===== config.mk =====
export PLATFORM = sky130hd
export DESIGN_NAME = sar_seq_top
export DESIGN_NICKNAME = d
export VERILOG_FILES = /design/src/rtl/sar_seq_pkg.sv /design/src/rtl/sar_phase_ctr.sv /design/src/rtl/sar_trial_dec.sv /design/src/rtl/sar_bank.sv /design/src/rtl/sar_seq_top.sv
export SDC_FILE = /design/constraint.sdc
export NUM_CORES = 1
export LEC_CHECK = 0
export BUFFER_PORTS_ARGS = -buffer_cell sky130_fd_sc_hd__buf_2
export CAP_MARGIN = 15
export CORE_UTILIZATION = 58
export DETAILED_ROUTE_END_ITERATION = 8
export HOLD_SLACK_MARGIN = 0.03
export PLACE_DENSITY = 0.95
export SYNTH_ARGS = -nofsm -noshare
export SYNTH_HDL_FRONTEND = slang
export SYNTH_SLANG_ARGS = --single-unit

===== constraint.sdc =====
create_clock -name clk -period 3.9 [get_ports clk]
set_clock_uncertainty 0.1 [all_clocks]
set_input_delay 0 -clock clk [delete_from_list [all_inputs] [get_ports clk]]
set_output_delay 0 -clock clk [all_outputs]
set_load 0.05 [all_outputs]

===== src/rtl/sar_seq_pkg.sv =====
package sar_seq_pkg;

    // Role of the current clock within a conversion frame.
    typedef enum logic [1:0] {
        FK_SAMPLE = 2'd0,
        FK_DECIDE = 2'd1,
        FK_LATCH  = 2'd2,
        FK_IDLE   = 2'd3
    } frame_kind_e;

endpackage


===== src/rtl/sar_phase_ctr.sv =====
module sar_phase_ctr
    import sar_seq_pkg::*;
#(
    parameter int NBITS     = 12,
    parameter int FRAME_LEN = 16,
    localparam int PH_W     = $clog2(FRAME_LEN)
) (
    input  logic            clk,
    input  logic            rst_n,
    output logic [PH_W-1:0] phase,
    output frame_kind_e     kind
);

    localparam int LATCH_PH = FRAME_LEN - 2;

    logic [PH_W-1:0] ph_d, ph_q;

    always_comb begin
        if (int'(ph_q) == FRAME_LEN - 1) begin
            ph_d = '0;
        end else begin
            ph_d = ph_q + 1'b1;
        end
    end

    always_ff @(posedge clk or negedge rst_n) begin
        if (!rst_n) begin
            ph_q <= '0;
        end else begin
            ph_q <= ph_d;
        end
    end

    always_comb begin
        if (ph_q == '0) begin
            kind = FK_SAMPLE;
        end else if (int'(ph_q) <= NBITS) begin
            kind = FK_DECIDE;
        end else if (int'(ph_q) == LATCH_PH) begin
            kind = FK_LATCH;
        end else begin
            kind = FK_IDLE;
        end
    end

    assign phase = ph_q;

endmodule


===== src/rtl/sar_trial_dec.sv =====
module sar_trial_dec
    import sar_seq_pkg::*;
#(
    parameter int NBITS     = 12,
    parameter int FRAME_LEN = 16,
    localparam int PH_W     = $clog2(FRAME_LEN)
) (
    input  logic [PH_W-1:0]  phase,
    input  frame_kind_e      kind,
    output logic [NBITS-1:0] trial_bit,
    output logic [NBITS-1:0] decided
);

    // Decision cycle p tries bit NBITS-p; bits with a higher index are settled.
    always_comb begin
        for (int i = 0; i < NBITS; i++) begin
            trial_bit[i] = (kind == FK_DECIDE) && (int'(phase) + i == NBITS);
            decided[i]   = (kind == FK_DECIDE) && (int'(phase) + i >  NBITS);
        end
    end

endmodule


===== src/rtl/sar_bank.sv =====
module sar_bank #(
    parameter int WIDTH = 6
) (
    input  logic             in_sample,
    input  logic             in_decide,
    input  logic [WIDTH-1:0] kept,
    input  logic [WIDTH-1:0] trial_bit,
    input  logic [WIDTH-1:0] decided,
    output logic [WIDTH-1:0] smp,
    output logic [WIDTH-1:0] inv,
    output logic [WIDTH-1:0] sw
);

    always_comb begin
        smp = {WIDTH{in_sample}};
        sw  = '0;
        inv = '0;
        if (in_decide) begin
            sw  = kept | trial_bit;
            inv = decided & ~kept;
        end
    end

endmodule


===== src/rtl/sar_seq_top.sv =====
module sar_seq_top
    import sar_seq_pkg::*;
#(
    parameter int NBITS     = 12,
    parameter int BANK_BITS = 6,
    parameter int FRAME_LEN = 16
) (
    input  logic             clk,
    input  logic             rst_n,
    input  logic             cmp_hi,
    output logic [NBITS-1:0] cap_sample,
    output logic [NBITS-1:0] cap_invert,
    output logic [NBITS-1:0] cap_switch,
    output logic [NBITS-1:0] result,
    output logic             result_vld
);

    localparam int PH_W      = $clog2(FRAME_LEN);
    localparam int NUM_BANKS = NBITS / BANK_BITS;

    typedef struct packed {
        logic [NBITS-1:0] code;
        logic [NBITS-1:0] res;
        logic             vld;
    } sar_state_t;

    logic [PH_W-1:0]  phase;
    frame_kind_e      kind;
    logic [NBITS-1:0] trial_bit;
    logic [NBITS-1:0] decided;
    sar_state_t       st_d, st_q;

    sar_phase_ctr #(
        .NBITS     (NBITS),
        .FRAME_LEN (FRAME_LEN)
    ) u_ph (
        .clk   (clk),
        .rst_n (rst_n),
        .phase (phase),
        .kind  (kind)
    );

    sar_trial_dec #(
        .NBITS     (NBITS),
        .FRAME_LEN (FRAME_LEN)
    ) u_dec (
        .phase     (phase),
        .kind      (kind),
        .trial_bit (trial_bit),
        .decided   (decided)
    );

    always_comb begin
        st_d     = st_q;
        st_d.vld = 1'b0;
        case (kind)
            FK_SAMPLE: st_d.code = '0;
            FK_DECIDE: begin
                if (cmp_hi) begin
                    st_d.code = st_q.code | trial_bit;
                end
            end
            FK_LATCH: begin
                st_d.res = st_q.code;
                st_d.vld = 1'b1;
            end
            default: ;
        endcase
    end

    always_ff @(posedge clk or negedge rst_n) begin
        if (!rst_n) begin
            st_q <= '0;
        end else begin
            st_q <= st_d;
        end
    end

    for (genvar b = 0; b < NUM_BANKS; b++) begin : g_bank
        localparam int LO = b * BANK_BITS;
        sar_bank #(
            .WIDTH (BANK_BITS)
        ) u_bank (
            .in_sample (kind == FK_SAMPLE),
            .in_decide (kind == FK_DECIDE),
            .kept      (st_q.code[LO +: BANK_BITS]),
            .trial_bit (trial_bit[LO +: BANK_BITS]),
            .decided   (decided[LO +: BANK_BITS]),
            .smp       (cap_sample[LO +: BANK_BITS]),
            .inv       (cap_invert[LO +: BANK_BITS]),
            .sw        (cap_switch[LO +: BANK_BITS])
        );
    end

    assign result     = st_q.res;
    assign result_vld = st_q.vld;

endmodule


# [Word-level counts from Yosys, hierarchy flattened]
# Index checks and enable logic that the tools add are counted.
[totals] regBits=29 output_inout_bits=49 input_bits=3 wordCells=92
[op_classes] addsub=12 muxes=11 eq_ne=17 bitwise=7 order_cmp=13 reduce_logical=28
[op_table] cell="$eq 32x5->1 const B" n=11
[op_table] cell="$gt 32x5->1 const B" n=11
[op_table] cell="$logic_and 1x1->1" n=24
[op_table] cell="$mux 6" n=4
[op_table] cell="$pmux 12 s2" n=1
[op_table] cell="$add 4x3->5 const B" n=4
[op_table] cell="$add 4x4->5 const B" n=4
[op_table] cell="$and 6x6->6" n=2
[op_table] cell="$mux 12" n=1
[op_table] cell="$not 6->6" n=2
[op_table] cell="$or 12x12->12" n=1
[op_table] cell="$or 6x6->6" n=2
[op_table] cell="$add 4x2->5 const B" n=2
[op_table] cell="$add 4x1->5 const B" n=1
[op_table] cell="$add 4x1->4 const B" n=1
[op_table] cell="$eq 4x1->1 const B" n=1
[op_table] cell="$eq 4x2->1 const B" n=1
[op_table] cell="$eq 4x3->1 const B" n=1
[op_table] cell="$gt 4x4->1 const B" n=1
[op_table] cell="$le 4x4->1 const B" n=1
[op_table] cell="$logic_not 4->1" n=1
[op_table] cell="$mux 2" n=2
[op_table] cell="$mux 4" n=1
[op_table] cell="$eq 2x1->1 const B" n=1
[op_table] cell="6 further kinds" n=7

# [Logic depth before layout (Yosys ltp)]
# Gate-level depths: netlist (run 1).
[logic_depth] depth_word=9 depth_mapped=10 ltp_nobuf=6

# [By module]
# Synthesis (run 1) repeated with hierarchy kept, for this count alone.
[unflattened] cells_unflattened=232 area_unflattened_um2=2132.0
[modules_own_cells] mod="sar_seq_top" seq_area_each_um2=625.6 area_per_inst_um2=1119.8 n_inst=1 cells_each=94
[modules_own_cells] mod="sar_trial_dec" seq_area_each_um2=0.0 area_per_inst_um2=481.7 n_inst=1 cells_each=81
[modules_own_cells] mod="sar_bank" seq_area_each_um2=0.0 area_per_inst_um2=156.4 n_inst=2 cells_each=19
[modules_own_cells] mod="sar_phase_ctr" seq_area_each_um2=100.1 area_per_inst_um2=217.7 n_inst=1 cells_each=19

# [Worst setup path before layout (run 1)]
# OpenSTA, ideal clock, no wires.
[synth_timing] path_kind="register to output" from="register u_ph.ph_q[0] (netlist: u_ph.phase[0])" to="output port cap_invert[6]" arrival_ps=2730 n_path_buf=3 t_required_ps=3800 slack_ps=1070 stages_incl_launch_ff=8 cell_sequence="dfrtp_1 buf_2 inv_1 ha_1 buf_4 buf_2 or3_1 a311oi_1"
[synth_between] elab_chain_len=8 word_cells_on_any_way=12 cone_classes="add/sub (1); order compare (2); eq/ne (2); mux (4); bitwise (1); reduce/logical (2)"
[synth_lines] element="start, declared" line="sar_phase_ctr.sv:16" rtl="logic [PH_W-1:0] ph_d, ph_q;"
[synth_lines] element="start signal, assigned" line="sar_phase_ctr.sv:30" rtl="ph_q <= ph_d;"
[synth_lines] element="parallel branches: the longest is 7 deep, another holds $gt 32x5->1"
[synth_lines] element="$mux 6 (*)" line="sar_bank.sv:18" rtl="if (in_decide) begin"
[synth_lines] element="end, declared" line="sar_seq_top.sv:12" rtl="output logic [NBITS-1:0] cap_invert,"
# Every way passes the cells marked *.

# [Final worst setup path (run 1)]
[layout_timing] from="register u_ph.ph_q[0] (netlist: u_ph.phase[0])" to="output port cap_switch[2]"
[layout_between] elab_chain_len=8 word_cells_on_any_way=12 cone_classes="add/sub (1); order compare (1); eq/ne (3); mux (4); bitwise (1); reduce/logical (2)"
[layout_lines] element="parallel branches: the longest is 7 deep, another holds $add 4x2->5"
[layout_lines] element="$mux 6 (*)" line="sar_bank.sv:18"
[layout_lines] element="end, declared" line="sar_seq_top.sv:13" rtl="output logic [NBITS-1:0] cap_switch,"
# Marks and branches as above.

==> impl_metrics.env, run 1 <==
export IMPL_clock_path_buffers=2
export IMPL_clk_pin_slew_worst_paths_ns=0.10
export IMPL_htree_levels=2
export IMPL_viasPerCell=5.57
export IMPL_grt_overflow=0
export IMPL_rsz0062_at_grt="no"
export IMPL_finalWirelength_mm=4.43
export IMPL_setup_viol=0
export IMPL_place_area_um2=2140
export IMPL_internal_power_mw=0.389
export IMPL_r2r_start="u_ph.phase[0]"
export IMPL_ctsResizeCount=0
export IMPL_seq_area_frac_synth_pct=34.6
export IMPL_cpPeakStageDelay_ns=0.63
export IMPL_drt_iter0_drc=94
export IMPL_grt_max_degree=30
export IMPL_routedWlPerCell_um=14.6
export IMPL_timing_final_crit_period_ns=3.02
export IMPL_pre_cts_ws_ns=1.26
export IMPL_area_growth_pct=5.67
export IMPL_nNetsFinal=269
export IMPL_core_region_area_um2=3390
export IMPL_r2r_slack_ns=1.38
export IMPL_yosys_cell_types_count=47
export IMPL_critical_path_class="flip-flop to output pin"
export IMPL_die_area_um2=3860
export IMPL_status="complete, no violations"
export IMPL_fmax_ghz=0.331
export IMPL_r2r_end="result[10]"
export IMPL_antenna_left=0
export IMPL_ys_top_cells_by_area="dfrtp_1 (35%), buf_4 (9.3%), mux2_2 (6.5%)"
export IMPL_grt_antenna_before_repair=0
export IMPL_crit_required_ns=3.80
export IMPL_cts_root_buffer="clkbuf_4"
export IMPL_initial_utilization_pct=61.8
export IMPL_end_kind="output pin"
export IMPL_ff2ff_path_depth=5
export IMPL_yosysMostFrequentCell="dfrtp_1"
export IMPL_ys_warn_count=0
export IMPL_die_x_um=62.1
export IMPL_seqPwrFrac_pct=57.6
export IMPL_fillers=280
export IMPL_dieHeight_um=62.1
export IMPL_arrival_ns=2.92
export IMPL_cts_tree="built"
export IMPL_grt_pass1_wl_mm=6.76
export IMPL_max_vdd_ir_drop_mv=0.141
export IMPL_cts_setup_buffers=0
export IMPL_insertion_delay_ns=0.34
export IMPL_finalHoldViolations=0
export IMPL_tightest_slew_ns=0.729
export IMPL_share_comb_of_total_power_pct=10.0
export IMPL_power_density_nw_per_um2=244
export IMPL_synth_common_cells="dfrtp_1 (29), buf_4 (26), nor2_1 (23)"
export IMPL_path_max_fanout=19
export IMPL_synth_edff_count=0
export IMPL_drv_cap=0
export IMPL_synth_seq_cells=29
export IMPL_crit_buf_inv=3
export IMPL_setup_tns_ns=0
export IMPL_startpoint_type="flip-flop"
export IMPL_ys_flop_type="dfrtp_1"
export IMPL_fin_ws_ns=0.883
export IMPL_drv_slew=0
export IMPL_synth_top_cell_area_share_pct=34.6
export IMPL_post_dp_hpwl_mm=3.18
export IMPL_crit_chain="inv_1 -> ha_1 -> or3b_1 -> inv_4 -> a21oi_1 -> o21a_1 -> buf_2"
export IMPL_vias=1688
export IMPL_num_antenna_cells=0
export IMPL_io_buffers=50
export IMPL_numCtsBuffers=5
export IMPL_leakage_nw=1.14
export IMPL_synthCells=233
export IMPL_drc=0
export IMPL_drive_gt1_share_pct=29.6
export IMPL_final_area_um2=2210
export IMPL_yosys_area_top_type="dfrtp_1"
export IMPL_clockPowerShare_pct=32.5
export IMPL_first_pass_iters=5
export IMPL_num_rows=21
export IMPL_post_route_period_util_pct=77.3
export IMPL_io_pins=52
export IMPL_grt_pass1_vias=1457
export IMPL_switching_power_mw=0.150
export IMPL_cp_slowest_cell="dfrtp_1"
export IMPL_cp_top_family="flip-flops"
export IMPL_synth_nets=246
export IMPL_gp_congestion=0.941
export IMPL_min_path_type="primary input to async pin"
export IMPL_max_slew_margin_pct=51.4
export IMPL_swShare_pct=27.9
export IMPL_clock_sinks=29
export IMPL_synthesis_area_um2=2090
export IMPL_syn_area_per_cell_um2=8.99
export IMPL_async_flop_share_pct=100
export IMPL_grt_usage_pct=24.8
flip-flops by register name, summed over array words and instances (netlist names):
signal / count
st_q: 12
result: 12
result_vld: 1
u_ph.phase: 4
kinds of logic (layout without fill, tap and decap cells):
kind of cell	after synthesis	after routing	share of synthesized area (%)
AOI/OAI and AO/OA	55	55	16.7
adders and majority gates	10	10	5.97
and+or+nand+nor	74	74	18.5
muxes	15	15	8.00
other	1	1	0.179
xor gates and xnor gates	4	4	1.67
DFF	29	29	34.6
buffers and inverters	45	69	14.3
worst max path at each step:
stage                    endpoint          start  depth (start not counted)  slack (ns)
finish              cap_switch[2]  u_ph.phase[0]                          7        0.88
global route        cap_switch[7]  u_ph.phase[1]                          7        0.64
CTS                 cap_switch[2]  u_ph.phase[0]                          7        0.87
global placement    cap_invert[6]  u_ph.phase[2]                          6        1.36
floorplan           cap_invert[6]  u_ph.phase[0]                          7        1.07
detailed placement  cap_switch[2]  u_ph.phase[0]                          7        1.26
worst register-to-register path, delay by kind of cell, from the launching register on:
kind / cells / cell delay (ns)
simple gates: 2 / 0.71
buf+inv: 1 / 0.12
flops: 1 / 0.63
mux: 1 / 0.44
fa+ha+maj: 1 / 0.40
layer usage:
layer	up-vias	global-route usage, %	part of all wire (%)
li1	834	-	-
met1	787	31.5	43
met2	62	40.9	49
met3	5	6.00	6.8
met4	0	9.21	1.2
met5	-	0	0
power by group through the flow:
stage	registers (mW)	logic, mW	clock network [mW]
2_1_floorplan	0.342	0.0117	0
3_3_place_gp	0.316	0.0516	0
3_5_place_dp	0.317	0.0528	0
4_1_cts	0.311	0.0543	0.178
5_1_grt	0.312	0.0576	0.194
6_report	0.310	0.0537	0.175
metrics by stage:
| step | cells | hold WS [ns] | utilization (%) | total power, mW |
|---|---|---|---|---|
| global route | 303 | 0.178 | 65.3 | 0.563 |
| finish | 303 | 0.112 | 65.3 | 0.539 |
| floorplan | 233 | -0.396 | - | 0.353 |
| detailed placement | 293 | -0.0367 | 63.2 | 0.369 |
| CTS | 303 | 0.131 | 65.3 | 0.543 |
| global placement | 293 | -0.0504 | 63.2 | 0.368 |
cell type report:
cell class | count | area, um^2 | area share (%)
clock buffers | 6 | 41.3 | 1.87
clock inverters | 2 | 10.0 | 0.452
inverters | 8 | 32.5 | 1.47
well taps | 46 | 57.6 | 2.60
repair buffers | 53 | 278 | 12.5
multi-input cells | 159 | 1070 | 48.3
flip-flops and latches | 29 | 726 | 32.8
what timing repair did:
action,in CTS,in global routing
hold endpoints to repair,30,0
hold buffers,2,0
endpoints found under the setup margin,0,0
placed cells by master, fill, tap and decap left out, types with 3 or more instances in the layout:
cell	synthesis	routed
nor4_1	3	3
nor3_1	4	4
clkbuf_4	0	5
nor2_1	23	23
nor2b_1	5	5
dfrtp_1	29	29
buf_2	7	50
a21oi_1	17	17
a31oi_1	5	5
o21a_1	6	6
nand3b_1	3	3
o21ai_0	10	10
nand2b_1	7	7
a211oi_1	4	4
mux2_2	12	12
xnor2_1	3	3
inv_1	6	6
nand2_1	13	13
a22o_1	4	4
ha_1	10	10
and3_1	3	3
Note: power is estimated with default switching activity, not from simulation.
==> run 2: changes to the inputs <==
Settings changed: ABC_AREA set to 1, CORE_UTILIZATION 58 to 48, PLACE_DENSITY 0.95 to 0.85.
Clock period 3.9 ns to 2.64 ns, I/O delays scaled along.
==> impl_metrics.env, run 2 <==
export IMPL_routedWlPerCell_um=12.3
export IMPL_crit_required_ns=2.54
export IMPL_ff2ff_path_depth=8
export IMPL_synthCells=266
export IMPL_holdPathStages=4
export IMPL_die_x_um=67.8
export IMPL_gp_congestion=0.903
export IMPL_post_dp_hpwl_mm=3.14
export IMPL_crit_chain="inv_1 -> ha_1 -> inv_1 -> nand2_4 -> nand2_4 -> inv_2 -> o21ai_0 -> nor2_1 -> buf_2"
export IMPL_grt_overflow=0
export IMPL_area_growth_pct=6.32
export IMPL_grt_usage_pct=20.1
export IMPL_place_area_um2=2120
export IMPL_die_area_um2=4600
export IMPL_finalHoldViolations=0
export IMPL_drt_iter0_drc=145
export IMPL_r2r_start="u_ph.phase[0]"
export IMPL_drv_cap=0
export IMPL_post_route_period_util_pct=92.2
export IMPL_r2r_end="result[8]"
export IMPL_numCtsBuffers=5
export IMPL_max_vdd_ir_drop_mv=0.146
export IMPL_final_common_cell="nand2_1"
export IMPL_ctsResizeCount=0
export IMPL_startpoint_type="flip-flop"
export IMPL_cp_slowest_cell="dfrtp_1"
export IMPL_io_buffers=50
export IMPL_ys_warn_count=0
export IMPL_status="complete, no violations"
export IMPL_setup_tns_ns=0
export IMPL_fmax_ghz=0.411
export IMPL_crit_buf_inv=4
export IMPL_grt_pass1_wl_mm=6.93
export IMPL_async_flop_share_pct=100
export IMPL_core_region_area_um2=4090
export IMPL_yosysMostFrequentCell="nand2_1"
export IMPL_initial_utilization_pct=50.9
export IMPL_drive_gt1_share_pct=30.5
export IMPL_synth_common_cells="nand2_1 (71), dfrtp_1 (29), inv_1 (27)"
export IMPL_arrival_ns=2.34
export IMPL_yosys_area_top_type="dfrtp_1"
export IMPL_syn_area_per_cell_um2=7.82
export IMPL_grt_antenna_before_repair=0
export IMPL_seq_area_frac_synth_pct=34.9
export IMPL_io_pins=52
export IMPL_timing_final_crit_period_ns=2.44
export IMPL_grt_pass1_vias=1516
export IMPL_grt_max_degree=30
export IMPL_nNetsFinal=304
export IMPL_hold_buffers=1
export IMPL_synth_nets=279
export IMPL_ys_flop_type="dfrtp_1"
export IMPL_max_slew_margin_pct=56.6
export IMPL_min_to="st_q[14]"
export IMPL_htree_levels=2
export IMPL_rsz0062_at_grt="no"
export IMPL_cpPeakStageDelay_ns=0.45
export IMPL_route_met2_wl_mm=2.08
export IMPL_synth_seq_cells=29
export IMPL_clk_pin_slew_worst_paths_ns=0.07
export IMPL_num_rows=23
export IMPL_yosys_cell_types_count=25
export IMPL_setup_viol=0
export IMPL_finalWirelength_mm=4.19
export IMPL_clock_path_buffers=2
export IMPL_tightest_slew_ns=0.652
export IMPL_num_antenna_cells=0
export IMPL_first_pass_iters=4
export IMPL_min_path_type="primary input to flip-flop"
export IMPL_final_area_um2=2210
export IMPL_leakage_nw=1.27
export IMPL_drv_slew=0
export IMPL_path_depth=9
export IMPL_drc=0
export IMPL_cts_setup_buffers=0
export IMPL_mostFrequentLayoutCells="nand2_1 (71), buf_2 (50), dfrtp_1 (29), inv_1 (27), nand3_1 (16)"
export IMPL_r2r_slack_ns=0.67
export IMPL_dieHeight_um=67.8
export IMPL_dr_wl_met3_um=250
export IMPL_highest_layer="met4"
export IMPL_path_max_fanout=14
export IMPL_ys_top_cells_by_area="dfrtp_1 (35%), nand2_1 (13%), buf_4 (9.4%)"
export IMPL_synth_top_cell_area_share_pct=34.9
export IMPL_antenna_left=0
export IMPL_synthesis_area_um2=2080
export IMPL_hp_start="cmp_hi"
export IMPL_cp_top_family="buffers and inverters"
export IMPL_wl_met1_mm=1.82
export IMPL_insertion_delay_ns=0.28
export IMPL_viasPerCell=5.03
export IMPL_critical_path_class="flip-flop to output pin"
export IMPL_cts_root_buffer="clkbuf_8"
export IMPL_power_density_nw_per_um2=448
export IMPL_synth_edff_count=0
export IMPL_fillers=393
export IMPL_end_kind="output pin"
export IMPL_cts_tree="built"
export IMPL_vias=1719
export IMPL_clock_sinks=29
-- run 2: worst max path at each step --
| stage | from | endpoint | slack (ns) |
|---|---|---|---|
| floorplan | u_ph.phase[0] | cap_invert[10] | 0.20 |
| global placement | u_ph.phase[0] | cap_invert[1] | 0.62 |
| detailed placement | u_ph.phase[0] | cap_invert[11] | 0.54 |
| CTS | u_ph.phase[0] | cap_invert[11] | 0.21 |
| global route | u_ph.phase[0] | cap_invert[11] | 0.02 |
| finish | u_ph.phase[0] | cap_invert[11] | 0.20 |
-- run 2: power breakdown --
group	internal (mW)	leakage, nW	switching, mW
Sequential	0.467	0.385	0.00985
Clock	0.182	0.0450	0.177
Combinational	0.0334	0.842	0.122
Total	0.682	1.27	0.309
-- run 2: cells by family (layout without fill, tap and decap cells) --
kind of cell / Yosys count / count (layout) / share of synthesized area [%]
xor+xnor: 2 / 2 / 0.843
simple gates: 120 / 120 / 25.8
buf+inv: 65 / 91 / 19.0
fa+ha+maj: 10 / 10 / 6.02
compound gates: 39 / 39 / 13.3
flops: 29 / 29 / 34.9
other cells: 1 / 1 / 0.180
-- run 2: per-stage QoR --
stage	total power, mW	cells	hold WS [ns]	util [%]	worst slack, ns
3_5_place_dp	0.640	333	-0.0326	51.8	0.538
3_3_place_gp	0.637	333	-0.0456	51.8	0.621
4_1_cts	1.00	342	0.0429	54.1	0.215
6_report	0.991	342	0.0546	54.1	0.205
5_1_grt	1.03	342	0.0704	54.1	0.0202
2_1_floorplan	0.604	266	-0.396	-	0.203
-- run 2: worst register-to-register path: stages (launching register included) --
cell and delay, ns:
dfrtp_1 0.45, inv_1 0.23, ha_1 0.26, inv_1 0.11, nand2_4 0.12, nor2_4 0.04
inv_2 0.35, nand2_1 0.15, o21ai_2 0.08
-- run 2: metal layers --
metal / up-vias / GRT usage [%]
li1: 855 / -
met1: 802 / 25.9
met2: 57 / 33.9
met3: 5 / 3.17
met4: 0 / 7.03
met5: - / 0
-- run 2: final cells by class --
cell class,instances,area [um^2],share of cell area (%)
clock inverter,2,10.0,0.453
multi-input combinational,172,960,43.4
inverter,32,120,5.43
clock buffer,6,72.6,3.28
timing repair buffer,51,260,11.8
sequential,29,726,32.8
tap,50,62.6,2.83
==> run 3: changes to the inputs <==
Settings changed: CORE_ASPECT_RATIO set to 1.2.
==> impl_metrics.env, run 3 (synthesis gave the netlist of run 2 again) <==
export IMPL_grt_util_met3_pct=5.04
export IMPL_vias=1690
export IMPL_core_region_area_um2=4040
export IMPL_num_antenna_cells=0
export IMPL_post_route_period_util_pct=90.9
export IMPL_die_x_um=62.1
export IMPL_gp_congestion=0.952
export IMPL_grt_pass1_wl_mm=6.65
export IMPL_io_pins=52
export IMPL_area_growth_pct=6.62
export IMPL_grt_max_degree=30
export IMPL_grt_overflow=0
export IMPL_tightest_slew_ns=0.637
export IMPL_path_max_fanout=14
export IMPL_clock_path_buffers=2
export IMPL_startpoint_type="flip-flop"
export IMPL_dieHeight_um=74.1
export IMPL_mostFrequentLayoutCells="nand2_1 (71), buf_2 (50), dfrtp_1 (29), inv_1 (27), nand3_1 (16)"
export IMPL_final_cells=346
export IMPL_max_vdd_ir_drop_mv=0.161
export IMPL_rsz0062_at_grt="no"
export IMPL_leakage_nw=1.27
export IMPL_drv_slew=0
export IMPL_setup_viol=0
export IMPL_cts_root_buffer="clkbuf_8"
export IMPL_min_path_type="primary input to flip-flop"
export IMPL_arrival_ns=2.30
export IMPL_status="complete, no violations"
export IMPL_insertion_delay_ns=0.28
export IMPL_pre_cts_ws_ns=0.565
export IMPL_clk_pin_slew_worst_paths_ns=0.07
export IMPL_post_place_cells=337
export IMPL_htree_levels=2
export IMPL_met2_usage_pct=31.1
export IMPL_drive_gt1_share_pct=30.5
export IMPL_fin_ws_ns=0.241
export IMPL_r2r_slack_ns=0.63
export IMPL_setup_tns_ns=0
export IMPL_cpPeakStageDelay_ns=0.50
export IMPL_initial_utilization_pct=51.5
export IMPL_crit_chain="inv_1 -> ha_1 -> inv_1 -> nand2_4 -> nand2_4 -> clkinv_2 -> and2_1 -> buf_2"
export IMPL_grt_usage_pct=19.8
export IMPL_first_pass_iters=4
export IMPL_drc=0
export IMPL_power_density_nw_per_um2=444
export IMPL_grt_antenna_before_repair=0
export IMPL_cp_slowest_cell="dfrtp_1"
export IMPL_finalHoldViolations=0
export IMPL_timing_final_crit_period_ns=2.40
export IMPL_die_area_um2=4600
export IMPL_grt_pass1_vias=1448
export IMPL_nNetsFinal=304
export IMPL_cts_tree="built"
export IMPL_total_power_mw=0.984
export IMPL_critical_path_class="flip-flop to output pin"
export IMPL_cp_top_family="buffers and inverters"
export IMPL_io_buffers=50
export IMPL_gr_usage_met1_pct=24.6
export IMPL_numCtsBuffers=5
export IMPL_clock_sinks=29
export IMPL_max_slew_margin_pct=57.5
export IMPL_crit_required_ns=2.54
export IMPL_drv_cap=0
export IMPL_antenna_left=0
export IMPL_top_usage_layer="met2"
export IMPL_drt_iter0_drc=124
export IMPL_finalWirelength_mm=4.17
export IMPL_hold_slack_ns=0.0598
export IMPL_post_dp_hpwl_mm=3.11
export IMPL_final_common_cell="nand2_1"
export IMPL_routedWlPerCell_um=12.1
export IMPL_crit_buf_inv=4
export IMPL_fmax_ghz=0.417
export IMPL_viasPerCell=4.88
export IMPL_num_rows=25
export IMPL_end_kind="output pin"
run 3: changes by cell type in the layout (fill, tap and decap cells not counted):
cell	change
clkinv_2	+1
inv_2	-1
run 3: metrics by stage:
step	instance area, um^2	utilization [%]
detailed placement	2120	52.6
CTS	2220	54.9
finish	2220	54.9
floorplan	2080	-
global placement	2120	52.6
global route	2220	54.9
run 3: area by class of cell:
type                       instances  area [um^2]
fill                             384         1820
clock inverter                     2         10.0
multi-input combinational        172          960
sequential                        29          726
clock buffer                       6         72.6
inverter                          32          121
timing repair buffer              51          260
tap                               54         67.6
run 3: per-layer routing:
layer	share of wire (%)	routed length [um]	vias to the layer above
met5	0	0	-
li1	-	-	854
met3	5.4	224	15
met1	43	1790	764
met2	49	2030	57
met4	3.0	125	0
run 3: tightest hold or removal path, delay by kind of cell:
kind	cells	cell delay, ns
buf+inv	1	0.09
simple gates	2	0.25
compound gates	1	0.07
run 3: final timing paths:
path,from,to,cells past startpoint
setup / recovery,u_ph.phase[1],cap_switch[2],8
hold / removal,cmp_hi,st_q[17],4
setup reg to reg,u_ph.phase[1],st_q[24],8
hold reg to reg,result[2],result[2],2
max in group asynchronous,rst_n,result[5],2
min in group asynchronous,rst_n,result[7],2
run 3: repair_timing:
action                                 4_1_cts  5_1_grt
buffers inserted                             0        0
hold buffers                                 1        0
setup endpoints to repair                    0        1
endpoints found under the hold margin       29        0
resized for setup                            0        1
run 3: report_power, final:
group          switching, mW  internal, mW  total [mW]
Sequential           0.00945         0.467       0.476
Clock                  0.171         0.182       0.353
Combinational          0.121        0.0334       0.154
Total                  0.301         0.682       0.984
